`src/rtl/ea_pkg.sv`:
```
package ea_pkg;
  typedef enum logic [2:0] {
    EA_DIRECT  = 3'd0,
    EA_IND     = 3'd1,
    EA_DISP    = 3'd2,
    EA_POSTINC = 3'd3,
    EA_PREDEC  = 3'd4
  } ea_mode_e;

  // reserved codes fall back to register direct
  function automatic ea_mode_e norm_mode(logic [2:0] code);
    return (code > 3'd4) ? EA_DIRECT : ea_mode_e'(code);
  endfunction
endpackage

```
`src/rtl/ea_src_sel.sv`:
```
module ea_src_sel #(
  parameter int INSTR_W = 16,
  parameter int IDX_W   = 4,
  parameter int RM_LSB  = 4,
  parameter int RM_W    = 3
) (
  input  logic [INSTR_W-1:0] instr_i,
  input  ea_pkg::ea_mode_e   mode_i,
  output logic [IDX_W-1:0]   rd_idx_o,
  output logic [IDX_W-1:0]   rm_idx_o
);
  localparam int HI_LSB = RM_LSB + RM_W;

  logic [IDX_W-1:0] rn_idx;
  logic             unused_hi;

  assign rn_idx    = instr_i[IDX_W-1:0];
  assign rm_idx_o  = IDX_W'(instr_i[HI_LSB-1:RM_LSB]);
  assign unused_hi = ^instr_i[INSTR_W-1:HI_LSB];
  assign rd_idx_o  = (mode_i == ea_pkg::EA_DIRECT) ? rn_idx : rm_idx_o;
endmodule

```
`src/rtl/ea_calc.sv`:
```
module ea_calc #(
  parameter int DATA_W = 16
) (
  input  ea_pkg::ea_mode_e    mode_i,
  input  logic [DATA_W-1:0]   reg_i,
  input  logic [DATA_W-1:0]   disp_i,
  input  logic                word_i,
  output logic [DATA_W-1:0]   ea_o,
  output logic                mem_o,
  output logic                wb_en_o,
  output logic [DATA_W-1:0]   wb_data_o
);
  localparam logic [DATA_W-1:0] STEP_B = DATA_W'(1);
  localparam logic [DATA_W-1:0] STEP_W = DATA_W'(2);

  logic [DATA_W-1:0] step;
  logic [DATA_W-1:0] dec_val;

  assign step    = word_i ? STEP_W : STEP_B;
  assign dec_val = reg_i - step;

  always_comb begin
    ea_o      = reg_i;
    mem_o     = 1'b1;
    wb_en_o   = 1'b0;
    wb_data_o = reg_i;
    unique case (mode_i)
      ea_pkg::EA_DIRECT: mem_o = 1'b0;
      ea_pkg::EA_IND:    ;
      ea_pkg::EA_DISP:   ea_o = reg_i + disp_i;
      ea_pkg::EA_POSTINC: begin
        wb_en_o   = 1'b1;
        wb_data_o = reg_i + step;
      end
      ea_pkg::EA_PREDEC: begin
        wb_en_o   = 1'b1;
        wb_data_o = dec_val;
        ea_o      = dec_val;
      end
      default: mem_o = 1'b0;
    endcase
  end
endmodule

```
`src/rtl/ea_out_reg.sv`:
```
module ea_out_reg #(
  parameter int DATA_W = 16,
  parameter int IDX_W  = 4
) (
  input  logic              clk_i,
  input  logic              rst_ni,
  input  logic              start_i,
  input  logic [DATA_W-1:0] ea_i,
  input  logic              mem_i,
  input  logic              wb_en_i,
  input  logic [IDX_W-1:0]  wb_idx_i,
  input  logic [DATA_W-1:0] wb_data_i,
  output logic              valid_o,
  output logic              mem_o,
  output logic [DATA_W-1:0] ea_o,
  output logic              wb_valid_o,
  output logic [IDX_W-1:0]  wb_idx_o,
  output logic [DATA_W-1:0] wb_data_o
);
  always_ff @(posedge clk_i or negedge rst_ni) begin
    if (!rst_ni) begin
      valid_o    <= 1'b0;
      mem_o      <= 1'b0;
      ea_o       <= '0;
      wb_valid_o <= 1'b0;
      wb_idx_o   <= '0;
      wb_data_o  <= '0;
    end else begin
      valid_o    <= start_i;
      wb_valid_o <= start_i & wb_en_i;
      if (start_i) begin
        mem_o     <= mem_i;
        ea_o      <= ea_i;
        wb_idx_o  <= wb_idx_i;
        wb_data_o <= wb_data_i;
      end
    end
  end
endmodule

```
`src/rtl/ea_gen_unit.sv`:
```
module ea_gen_unit #(
  parameter int DATA_W = 16,
  parameter int IDX_W  = 4,
  parameter int RM_LSB = 4,
  parameter int RM_W   = 3
) (
  input  logic              clk_i,
  input  logic              rst_ni,
  input  logic              start_i,
  input  logic [2:0]        mode_i,
  input  logic [DATA_W-1:0] instr_i,
  input  logic [DATA_W-1:0] ext_i,
  input  logic              word_i,
  output logic [IDX_W-1:0]  rd_idx_o,
  input  logic [DATA_W-1:0] rd_data_i,
  output logic              valid_o,
  output logic              mem_o,
  output logic [DATA_W-1:0] ea_o,
  output logic              wb_valid_o,
  output logic [IDX_W-1:0]  wb_idx_o,
  output logic [DATA_W-1:0] wb_data_o
);
  ea_pkg::ea_mode_e  mode;
  logic [IDX_W-1:0]  rm_idx;
  logic [DATA_W-1:0] ea_nxt;
  logic              mem_nxt;
  logic              wb_en_nxt;
  logic [DATA_W-1:0] wb_data_nxt;

  assign mode = ea_pkg::norm_mode(mode_i);

  ea_src_sel #(
    .INSTR_W(DATA_W), .IDX_W(IDX_W), .RM_LSB(RM_LSB), .RM_W(RM_W)
  ) u_sel (
    .instr_i  (instr_i),
    .mode_i   (mode),
    .rd_idx_o (rd_idx_o),
    .rm_idx_o (rm_idx)
  );

  ea_calc #(.DATA_W(DATA_W)) u_calc (
    .mode_i    (mode),
    .reg_i     (rd_data_i),
    .disp_i    (ext_i),
    .word_i    (word_i),
    .ea_o      (ea_nxt),
    .mem_o     (mem_nxt),
    .wb_en_o   (wb_en_nxt),
    .wb_data_o (wb_data_nxt)
  );

  ea_out_reg #(.DATA_W(DATA_W), .IDX_W(IDX_W)) u_out (
    .clk_i      (clk_i),
    .rst_ni     (rst_ni),
    .start_i    (start_i),
    .ea_i       (ea_nxt),
    .mem_i      (mem_nxt),
    .wb_en_i    (wb_en_nxt),
    .wb_idx_i   (rm_idx),
    .wb_data_i  (wb_data_nxt),
    .valid_o    (valid_o),
    .mem_o      (mem_o),
    .ea_o       (ea_o),
    .wb_valid_o (wb_valid_o),
    .wb_idx_o   (wb_idx_o),
    .wb_data_o  (wb_data_o)
  );
endmodule

```
`config.mk`:
```
export PLATFORM = sky130hd
export DESIGN_NAME = ea_gen_unit
export DESIGN_NICKNAME = d
export VERILOG_FILES = /design/src/rtl/ea_pkg.sv /design/src/rtl/ea_src_sel.sv /design/src/rtl/ea_calc.sv /design/src/rtl/ea_out_reg.sv /design/src/rtl/ea_gen_unit.sv
export SDC_FILE = /design/constraint.sdc
export NUM_CORES = 1
export LEC_CHECK = 0
export BUFFER_PORTS_ARGS = -buffer_cell sky130_fd_sc_hd__buf_2
export CAP_MARGIN = 10
export CORE_AREA = 10 10 90 92
export DETAILED_ROUTE_END_ITERATION = 10
export DIE_AREA = 0 0 100 102
export PLACE_DENSITY = 0.89
export SKIP_CTS_REPAIR_TIMING = 1
export SLEW_MARGIN = 5
export SYNTH_ARGS = -nofsm -noshare
export SYNTH_HDL_FRONTEND = slang
export SYNTH_SLANG_ARGS = --single-unit
```
`constraint.sdc`:
```
create_clock -name clk_i -period 1.4 [get_ports clk_i]
set_input_delay 0.14 -clock clk_i [delete_from_list [all_inputs] [get_ports clk_i]]
set_output_delay 0.14 -clock clk_i [all_outputs]
set_load 0.01 [all_outputs]
```
==> results of run 1 <==
==> power by group through the flow <==
stage	clock network (mW)	registers (mW)	logic, mW
after floorplan	0	1.37	0.724
after global placement	0	1.30	1.42
after global routing	0.898	1.31	1.91
after detailed placement	0	1.31	1.49
after CTS	0.832	1.29	1.50
final	0.866	1.30	1.81
==> metal layers <==
metal / GRT usage, % / wire [um] / up-vias
met5: 0 / 0 / -
met4: 10.9 / 1120 / 0
met3: 5.80 / 1620 / 138
met2: 39.5 / 7210 / 383
met1: 22.7 / 4940 / 1999
li1: - / - / 1750
==> cells by family after synthesis <==
kind of cell	synth area share, %
compound gates	22.1
mux	5.90
fa+ha+maj	9.57
other cells	0.116
simple gates	20.8
buf+inv	4.32
xor+xnor	7.83
flops	29.3
==> cells in the final DEF (no fill, tap or decap), types with 4 or more instances in the layout <==
| master | instances |
|---|---|
| buf_2 | 78 |
| mux2_2 | 6 |
| nand4_1 | 6 |
| nor2_2 | 5 |
| o211ai_1 | 6 |
| xnor2_1 | 20 |
| a31oi_1 | 5 |
| a21oi_1 | 30 |
| clkbuf_8 | 6 |
| dfrtp_1 | 38 |
| nand2_1 | 19 |
| o21ai_0 | 10 |
| inv_1 | 6 |
| mux2_4 | 11 |
| ha_4 | 9 |
| nand3_1 | 5 |
| buf_6 | 10 |
| a21oi_2 | 5 |
| ha_1 | 11 |
| nor2_1 | 38 |
| a21o_1 | 4 |
| and3_1 | 4 |
| o21ai_2 | 4 |
| buf_4 | 101 |
| o21ai_1 | 7 |
| nor3_4 | 4 |
| xor2_1 | 5 |
==> flip-flops by register name, summed over array words and instances, names as in the netlist <==
| signal | flops |
|---|---|
| u_out.ea_o | 16 |
| u_out.wb_data_o | 16 |
| u_out.wb_idx_o | 3 |
| u_out.mem_o | 1 |
| u_out.valid_o | 1 |
| u_out.wb_valid_o | 1 |
==> per-stage QoR <==
step | power (mW) | hold slack, ns | setup TNS, ns
after floorplan | 2.09 | -0.156 | -3.38
after global placement | 2.73 | 0.206 | -14.66
after detailed placement | 2.80 | 0.228 | -16.70
after CTS | 3.62 | -0.0978 | -7.04
after global routing | 4.12 | 0.0903 | -6.70
final | 3.98 | 0.0786 | -5.69
==> final timing paths <==
kind	start	end	depth (start not counted)
min in group asynchronous	rst_ni	u_out.ea_o[14]	3
max	rd_data_i[1]	u_out.ea_o[7]	9
min reg2reg	u_out.wb_idx_o[2]	u_out.wb_idx_o[2]	1
max reg2reg	u_out.ea_o[14]	u_out.ea_o[14]	3
max in group asynchronous	rst_ni	u_out.wb_data_o[0]	3
min	instr_i[4]	u_out.wb_idx_o[0]	2
==> worst max-delay path, cell delays in order <==
cell and delay, ns:
buf_6 0.10, ha_4 0.27, a211oi_4 0.07, buf_4 0.14
o211ai_1 0.35, nand2_1 0.19, xnor2_1 0.17, a221oi_2 0.46
a21oi_1 0.16
==> area by class of cell <==
class / instances / area share [%]
clock inverters: 2 / 0.236
clock buffers: 6 / 1.56
flip-flops and latches: 38 / 17.9
well taps: 77 / 1.81
inverters: 10 / 1.30
multi-input cells: 308 / 51.5
repair buffers: 195 / 25.6
==> summary.txt, run 1 <==
Logic synthesis
  – Async S/R FF share, synth: between 90% and 100%
  – EDFF count, synth: 0
  – Mapped Nets: around 460
  – Distinct cells, synth: between 50 and 60
  – Fraction of the yosys area taken by sequential cells: between 20% and 30%
  – Most common cell in the synthesized netlist: nor2_1
  – Predominant post-synthesis flop cell: dfrtp_1
  – Synth Warn #: 0
  – Synthesized flop and latch total: 38
  – Synth top area cells: dfrtp_1, ha_1, xnor2_1
  – Synth top area share: 29.3%
  – Most frequent cells after synthesis: nor2_1, dfrtp_1, a21oi_1
  – Syn Area/Cell: approximately 8.5 um2
  – Yosys top cell by area: dfrtp_1
  – Mapped cell area: 3240 um2
  – Post-Syn Instances: 380

Critical path
  – Crit end category: flop
  – Critical Path AT: 2.05 ns
  – Critical path required time: 1.56 ns
  – Setup crit start kind: input pin
  – Critical-path maximum fanout: 2
  – Worst reg2reg setup slack: between 0.2 and 0.25 ns
  – Crit path kind: in2reg

Global route
  – Vias in the first global route: 3893
  – Initial antenna violation count: 0
  – Total GRT Usage: between 20 and 25%
  – Global-route wire length before repair: 18400 um
  – Pin count of the biggest net entering global routing: 39
  – Grt ovf: 0

Clock tree
  – Clock Latency Late Sink: ~0.30 ns
  – CTS tree: done
  – CTS Buf Count: 5
  – Root buf cell: clkbuf_8
  – H-Tree Depth: 2
  – Clock Sink Count: 38
  – Clk slew on worst S/H paths: 0.08 ns
  – Clock buffer depth: 2

Final layout
  – Share of cells above drive strength 1: between 50 and 60%
  – Multi-input gate area: 2740 um2
  – Fin area: around 5300 um2
  – Core Util, Final: a little over four fifths
  – Fill cells: about 310
  – Final-stage net count: 636
  – Diodes inserted: 0
  – Area Growth Syn to Fin: 63.7%
  – Layout Cells excl Fill: between 600 and 700
  – Reg area: between 900 and 1000 um2

Detailed routing
  – Detailed-route via count: 4270
  – Final wirelength: about 15000 um
  – Initial DRC Count: 630
  – Post-DRT Antenna Nets: 0
  – Post-DR wirelength/cell: between 20 and 25 um
  – Drt via density: around 6.7
  – Residual DRC: 0
  – Pre-antenna DRT Iters: 6

Floorplanning
  – Full die area: 10200 um2
  – Core ar.: around 6300 um2
  – Row count: 29
  – Initial Util: between 50% and 60%
  – Die height: a little over 100 um
  – Die X-Extent: 100 um
  – Number of placed I/O pins: 98

STA
  – Maximum clock frequency: about 530 MHz
  – Slew HR: 62.5%
  – Final setup margin: -0.485 ns
  – Slew Limit Fails: 0
  – Final period utilization: 135%
  – Unrepaired setup endpoints after global routing: true
  – Final hold vios: 0
  – Final Skew: 0 ns
  – Endpoints failing setup: 27
  – Tmin final: 1.88 ns
  – Worst-Margin Slew: between 0.5 and 0.6 ns

Power and ir drop
  – Reg power frac: between 30% and 40%
  – Comb pwr share: 45.5%
  – Max rail drop VDD: between 0.7 and 0.8 mV
  – Internal power: roughly 2.5 mW
  – Static leakage: 2.39 nW
  – Power per cell area: about 750 nW/um2
  – Sw power: between 1.5 and 2 mW
  – Sw Share: 37.8%
  – Clock power share: a little over a fifth

Worst hold path
  – Hold Crit Class: in2reg

Placement
  – HPWL Detailed: 9230 um
  – DP Area: 4660 um2
  – Port bufs: 87
  – Post-Place Worst Slack: -0.775 ns
  – Placed Instances: roughly 620
  – Routability cong.: 0.991

Run
  – Max Cap Viol: 0

Run status
  – Status: finished, violations left
  – Failing checks: setup timing
Note: power is estimated with default switching activity, not from simulation.
==> run 2, diff against run 1 <==
--- a/config.mk
+++ b/config.mk
@@ -7,12 +7,13 @@
 export LEC_CHECK = 0
 export BUFFER_PORTS_ARGS = -buffer_cell sky130_fd_sc_hd__buf_2
 export CAP_MARGIN = 10
-export CORE_AREA = 10 10 90 92
+export CORE_AREA = 10 10 92 94
 export DETAILED_ROUTE_END_ITERATION = 10
-export DIE_AREA = 0 0 100 102
-export PLACE_DENSITY = 0.89
+export DIE_AREA = 0 0 102 104
+export PLACE_DENSITY = 0.88
 export SKIP_CTS_REPAIR_TIMING = 1
 export SLEW_MARGIN = 5
 export SYNTH_ARGS = -nofsm -noshare
 export SYNTH_HDL_FRONTEND = slang
+export SYNTH_HIERARCHICAL = 1
 export SYNTH_SLANG_ARGS = --single-unit
==> summary.txt, run 2 <==
Detailed routing
  – Detailed-route via count: slightly above 4k
  – Initial DRC Count: about 450
  – Post-DR wirelength/cell: 23.3 um
  – Pre-antenna DRT Iters: 5
  – Final wirelength: around 15000 um
  – Residual DRC: 0
  – Drt via density: around 6.4
  – Post-DRT Antenna Nets: 0

STA
  – Final period utilization: 142%
  – Tmin final: between 1.5 and 2 ns
  – Final Skew: 0 ns
  – Final hold vios: 0
  – Unrepaired setup endpoints after global routing: true
  – Slew Limit Fails: 0
  – Worst-Margin Slew: ~0.53 ns
  – Hold_ws: 0.0759 ns
  – Final setup margin: -0.592 ns
  – Maximum clock frequency: ~500 MHz
  – Endpoints failing setup: 36
  – Slew HR: around 64%

Global route
  – Pin count of the biggest net entering global routing: 40
  – Grt ovf: 0
  – Initial antenna violation count: 0
  – Vias in the first global route: 3725
  – Total GRT Usage: around a fifth
  – Global-route wire length before repair: around 18000 um

Logic synthesis
  – Post-Syn Instances: roughly 360
  – Distinct cells, synth: 58
  – Yosys top cell by area: dfrtp_1
  – EDFF count, synth: 0
  – Synth top area cells: dfrtp_1, mux2_4, ha_1
  – Synth top area share: 28.6%
  – Most frequent cells after synthesis: dfrtp_1, o21ai_0, a21oi_1
  – Predominant post-synthesis flop cell: dfrtp_1
  – Syn Area/Cell: 9.51 um2
  – Synth Warn #: 6
  – Synthesized flop and latch total: 39
  – Async S/R FF share, synth: 100%
  – Fraction of the yosys area taken by sequential cells: between 20 and 30%
  – Mapped cell area: between 3000 and 4000 um2
  – Mapped Nets: 437
  – Most common cell in the synthesized netlist: dfrtp_1

Critical path
  – Worst reg2reg setup slack: about 0.57 ns
  – Buf/Inv on CP: 4
  – Critical-path top delay cell: or3_4
  – Critical-path maximum fanout: 4
  – Worst r2r path cells: 1
  – Crit path kind: in2reg
  – Setup crit start kind: input pin
  – Crit end category: flop
  – CP cell instances: buf_8 -> buf_6 -> inv_12 -> ha_4 -> fa_2 -> nand2b_4 -> or3_4 -> inv_1 -> a21oi_1 -> o21ai_0 -> o221ai_1 -> mux2_4
  – Worst path top cell family by delay: compound AO/OA/AOI/OAI gates
  – Critical Path AT: between 2 and 2.5 ns
  – FF-to-FF End: u_out/wb_data_o[10]
  – Critical path required time: roughly 1.6 ns
  – Reg-to-Reg Start: u_out/wb_data_o[10]
  – CP max stage delay: between 0.3 and 0.4 ns

Final layout
  – Core Util, Final: 84.3%
  – Fill cells: between 300 and 400
  – Fin area: between 5000 and 6000 um2
  – Area Growth Syn to Fin: 64.9%
  – Largest registers: u_out/ea_o: 16 flops, u_out/wb_data_o: 16 flops, u_out/wb_idx_o: 4 flops
  – Final-stage net count: approximately 630
  – Diodes inserted: 0
  – Commonest non-fill, non-tap cell in the layout: buf_4
  – Commonest non-fill, non-tap cells in the layout: buf_4, buf_2, dfrtp_1
  – Share of cells above drive strength 1: a little under two thirds

Floorplanning
  – Die height: ~100 um
  – Core ar.: 6680 um2
  – Full die area: about 11000 um2
  – Row count: 30
  – Initial Util: approximately 51%
  – Number of placed I/O pins: 98
  – Die X-Extent: roughly 100 um

Placement
  – DP Area: between 4000 and 5000 um2
  – Routability cong.: 0.916
  – HPWL Detailed: just under 9000 um
  – Post-Place Worst Slack: -0.899 ns
  – Port bufs: 88

Clock tree
  – Clock Sink Count: 39
  – Clock buffer depth: 2
  – CTS Buf Count: 5
  – CTS tree: done
  – Root buf cell: clkbuf_8
  – H-Tree Depth: 2
  – Clk slew on worst S/H paths: approximately 0.09 ns
  – Clock Latency Late Sink: about 0.29 ns

Run
  – Max Cap Viol: 0

Power and ir drop
  – Total power: between 4 and 5 mW
  – Power per cell area: 727 nW/um2
  – Max rail drop VDD: 0.347 mV
  – Static leakage: about 2.6 nW

Worst hold path
  – Hold Path End: u_out/wb_idx_o[0]
  – Hold depth: 2
  – Hold Startpoint: instr_i[4]
  – Hold Crit Class: in2reg

Run status
  – Failing checks: setup timing
  – Status: finished, violations left
==> run 2: cell types whose count changed in the layout (fill, tap and decap cells not counted), sizes merged, moves of 4 or more <==
cell,previous run,this run
mux2,17,41
o221ai,3,9
a21oi,36,25
a221oi,6,0
or2,0,4
and3,7,2
a31oi,9,2
xor2,5,10
nand4,6,1
xnor2,24,16
o21ai,22,28
buf,194,200
nor2,44,23
==> run 2: layer usage <==
| layer | wire length, um | GRT usage [%] |
|---|---|---|
| met1 | 5530 | 23.6 |
| met2 | 7130 | 35.3 |
| met5 | 0 | 0 |
| met4 | 910 | 8.37 |
| met3 | 1210 | 4.39 |
==> run 2: logic make-up after synthesis <==
logic type | after synthesis | share of synthesized area (%)
xor+xnor | 26 | 6.67
simple gates | 102 | 16.2
mux | 41 | 15.6
buf+inv | 27 | 4.36
flops | 39 | 28.6
other cells | 1 | 0.110
fa+ha+maj | 23 | 9.08
compound gates | 100 | 19.4
==> run 2: where the power goes <==
| group | internal [mW] | switching [mW] |
|---|---|---|
| registers | 1.28 | 0.0973 |
| logic | 0.994 | 0.935 |
| clock network | 0.349 | 0.441 |
| total | 2.62 | 1.47 |
==> run 2: through the flow <==
stage               setup TNS, ns  cells
floorplan                   -9.82    359
global placement           -20.27    604
detailed placement         -21.39    604
CTS                        -11.41    612
global route               -12.37    634
finish                     -11.03    634
==> run 2: cell type report <==
type	instances	area, um2	share of cell area, %
multi-input combinational	293	2870	51.0
timing repair buffer	202	1530	27.1
sequential	39	976	17.3
tap	80	100	1.78
clock buffer	6	72.6	1.29
inverter	12	72.6	1.29
clock inverter	2	12.5	0.222
==> run 2: worst max-delay path by stage <==
stage | slack [ns] | depth (start not counted) | startpoint | to
floorplan | -0.53 | 8 | rd_data_i[3] | u_out/ea_o[15]
global placement | -0.84 | 11 | rd_data_i[0] | u_out/ea_o[15]
detailed placement | -0.90 | 11 | rd_data_i[0] | u_out/ea_o[11]
CTS | -0.59 | 11 | rd_data_i[0] | u_out/ea_o[11]
global route | -0.66 | 12 | rd_data_i[0] | u_out/ea_o[14]
finish | -0.59 | 12 | rd_data_i[0] | u_out/ea_o[14]
==> run 3, diff against run 2 <==
--- a/config.mk
+++ b/config.mk
@@ -7,13 +7,15 @@
 export LEC_CHECK = 0
 export BUFFER_PORTS_ARGS = -buffer_cell sky130_fd_sc_hd__buf_2
 export CAP_MARGIN = 10
-export CORE_AREA = 10 10 92 94
+export CORE_AREA = 10 10 90 92
 export DETAILED_ROUTE_END_ITERATION = 10
-export DIE_AREA = 0 0 102 104
-export PLACE_DENSITY = 0.88
+export DIE_AREA = 0 0 100 102
+export PLACE_DENSITY = 0.92
+export SETUP_SLACK_MARGIN = 0.5
 export SKIP_CTS_REPAIR_TIMING = 1
 export SLEW_MARGIN = 5
 export SYNTH_ARGS = -nofsm -noshare
 export SYNTH_HDL_FRONTEND = slang
 export SYNTH_HIERARCHICAL = 1
 export SYNTH_SLANG_ARGS = --single-unit
+export TNS_END_PERCENT = 30
==> constraint.sdc (replaced) <==
create_clock -name clk_i -period 2.4 [get_ports clk_i]
set_input_delay 0.24 -clock clk_i [delete_from_list [all_inputs] [get_ports clk_i]]
set_output_delay 0.24 -clock clk_i [all_outputs]
set_load 0.01 [all_outputs]
==> summary.txt, run 3 (synthesized netlist as in run 2, its figures left out) <==
Final layout
  – Largest registers: u_out/ea_o: 16 flops, u_out/wb_data_o: 16 flops, u_out/wb_idx_o: 4 flops
  – Share of cells above drive strength 1: 45.5%
  – Final-stage net count: 552
  – Fin area: around 4500 um2
  – Core Util, Final: between 70 and 80%
  – Area Growth Syn to Fin: 32.5%
  – Commonest non-fill, non-tap cells in the layout: buf_2, dfrtp_1, buf_4
  – Commonest non-fill, non-tap cell in the layout: buf_2
  – Diodes inserted: 0

Placement
  – DP Area: 4180 um2
  – Port bufs: between 80 and 90
  – Routability cong.: 0.926
  – Post-Place Worst Slack: around 0.0046 ns
  – HPWL Detailed: around 8100 um

Clock tree
  – Root buf cell: clkbuf_8
  – H-Tree Depth: 2
  – Clk slew on worst S/H paths: 0.08 ns
  – CTS tree: done
  – Clock Sink Count: 39
  – Clock buffer depth: 2
  – CTS Buf Count: 5
  – Clock Latency Late Sink: 0.30 ns

Critical path
  – Crit path kind: in2reg
  – Worst reg2reg setup slack: about 1.6 ns
  – CP max stage delay: ~0.35 ns
  – Critical Path AT: between 2 and 2.5 ns
  – Critical-path top delay cell: a311oi_2
  – Critical path required time: about 2.6 ns
  – Crit end category: flop
  – Reg-to-Reg Start: u_out/wb_data_o[9]
  – Setup crit start kind: input pin
  – Critical-path maximum fanout: 2
  – Buf/Inv on CP: 2
  – Worst r2r path cells: 1
  – FF-to-FF End: u_out/wb_data_o[9]
  – CP cell instances: buf_8 -> ha_4 -> a211o_1 -> a211oi_4 -> buf_4 -> o31ai_4 -> a311oi_2 -> xor2_1 -> o21ai_1 -> mux2_4
  – Worst path top cell family by delay: compound AO/OA/AOI/OAI gates

Worst hold path
  – Hold Crit Class: in2async

Floorplanning
  – Row count: 29
  – Number of placed I/O pins: just under 100
  – Core ar.: 6280 um2
  – Full die area: around 10000 um2
  – Die height: approximately 100 um
  – Initial Util: about 54%
  – Die X-Extent: 100 um

Global route
  – Vias in the first global route: ~3.4k
  – Initial antenna violation count: 0
  – Grt ovf: 0
  – Pin count of the biggest net entering global routing: 40
  – Total GRT Usage: around a fifth
  – Global-route wire length before repair: 16300 um

STA
  – Final Skew: 0 ns
  – Slew HR: approximately 42%
  – Final setup margin: ~0.27 ns
  – Tmin final: about 2.1 ns
  – Final period utilization: 89.0%
  – Sum Neg Setup Slack: 0 ns
  – Worst-Margin Slew: roughly 0.86 ns
  – Maximum clock frequency: 468 MHz
  – Unrepaired setup endpoints after global routing: true
  – Endpoints failing setup: 0
  – Final hold vios: 0
  – Slew Limit Fails: 0

Detailed routing
  – Drt via density: 6.02
  – Final wirelength: about 11000 um
  – Post-DRT Antenna Nets: 0
  – Residual DRC: 0
  – Post-DR wirelength/cell: 19.2 um
  – Detailed-route via count: ~3.3k
  – Initial DRC Count: between 300 and 400
  – Pre-antenna DRT Iters: 6

Power and ir drop
  – Total power: approximately 2.3 mW
  – Static leakage: 2.10 nW
  – Power per cell area: 513 nW/um2
  – Max rail drop VDD: 0.365 mV

Run status
  – Status: finished, final reports clean

Run
  – Max Cap Viol: 0
## run 3: cell count changes in the layout (fill, tap and decap cells not counted), moves of 6 or more
cell and change:
buf_4 -56, buf_6 -24, mux2_4 -13, o21ai_0 +13, nor2_1 +11, mux2_2 +10
a21oi_1 +9, a21oi_2 -8, buf_2 +8, o21ai_1 -8, nor2_4 -6
## run 3: cell type report
| cell class | instances | area [um2] |
|---|---|---|
| Sequential cell | 39 | 976 |
| Tap cell | 77 | 96.3 |
| Multi-Input combinational cell | 293 | 2520 |
| Clock buffer | 6 | 72.6 |
| Inverter | 12 | 50.0 |
| Clock inverter | 2 | 60.1 |
| Fill cell | 457 | 1750 |
| Timing Repair Buffer | 123 | 749 |
## run 3: metal layers
metal	GRT usage (%)	part of all wire [%]	up-vias	wire length, um
met4	5.87	2.3	0	247
met3	3.78	7.1	26	750
met2	32.4	48	161	5110
met5	0	0	-	0
li1	-	-	1543	-
met1	23.9	42	1595	4470
## run 3: worst max-delay path by stage
stage                                end  depth (start not counted)  slack (ns)         start
after detailed placement  u_out/ea_o[14]                         11       0.005  rd_data_i[0]
final                     u_out/ea_o[13]                         10        0.27      ext_i[1]
after global routing      u_out/ea_o[13]                         10        0.21  rd_data_i[1]
after floorplan           u_out/ea_o[13]                          8        0.37  rd_data_i[3]
after global placement    u_out/ea_o[14]                         11        0.05  rd_data_i[0]
after CTS                 u_out/ea_o[14]                         11        0.32  rd_data_i[0]
## run 3: stage by stage
stage	instances	hold slack, ns
6_report	552	0.0456
5_1_grt	552	0.129
4_1_cts	547	0.0982
3_5_place_dp	539	0.422
3_3_place_gp	539	0.394
2_1_floorplan	359	-0.0556
## run 3: power by group
part / switching, mW / internal, mW
logic: 0.437 / 0.426
clock network: 0.253 / 0.416
registers: 0.0454 / 0.743
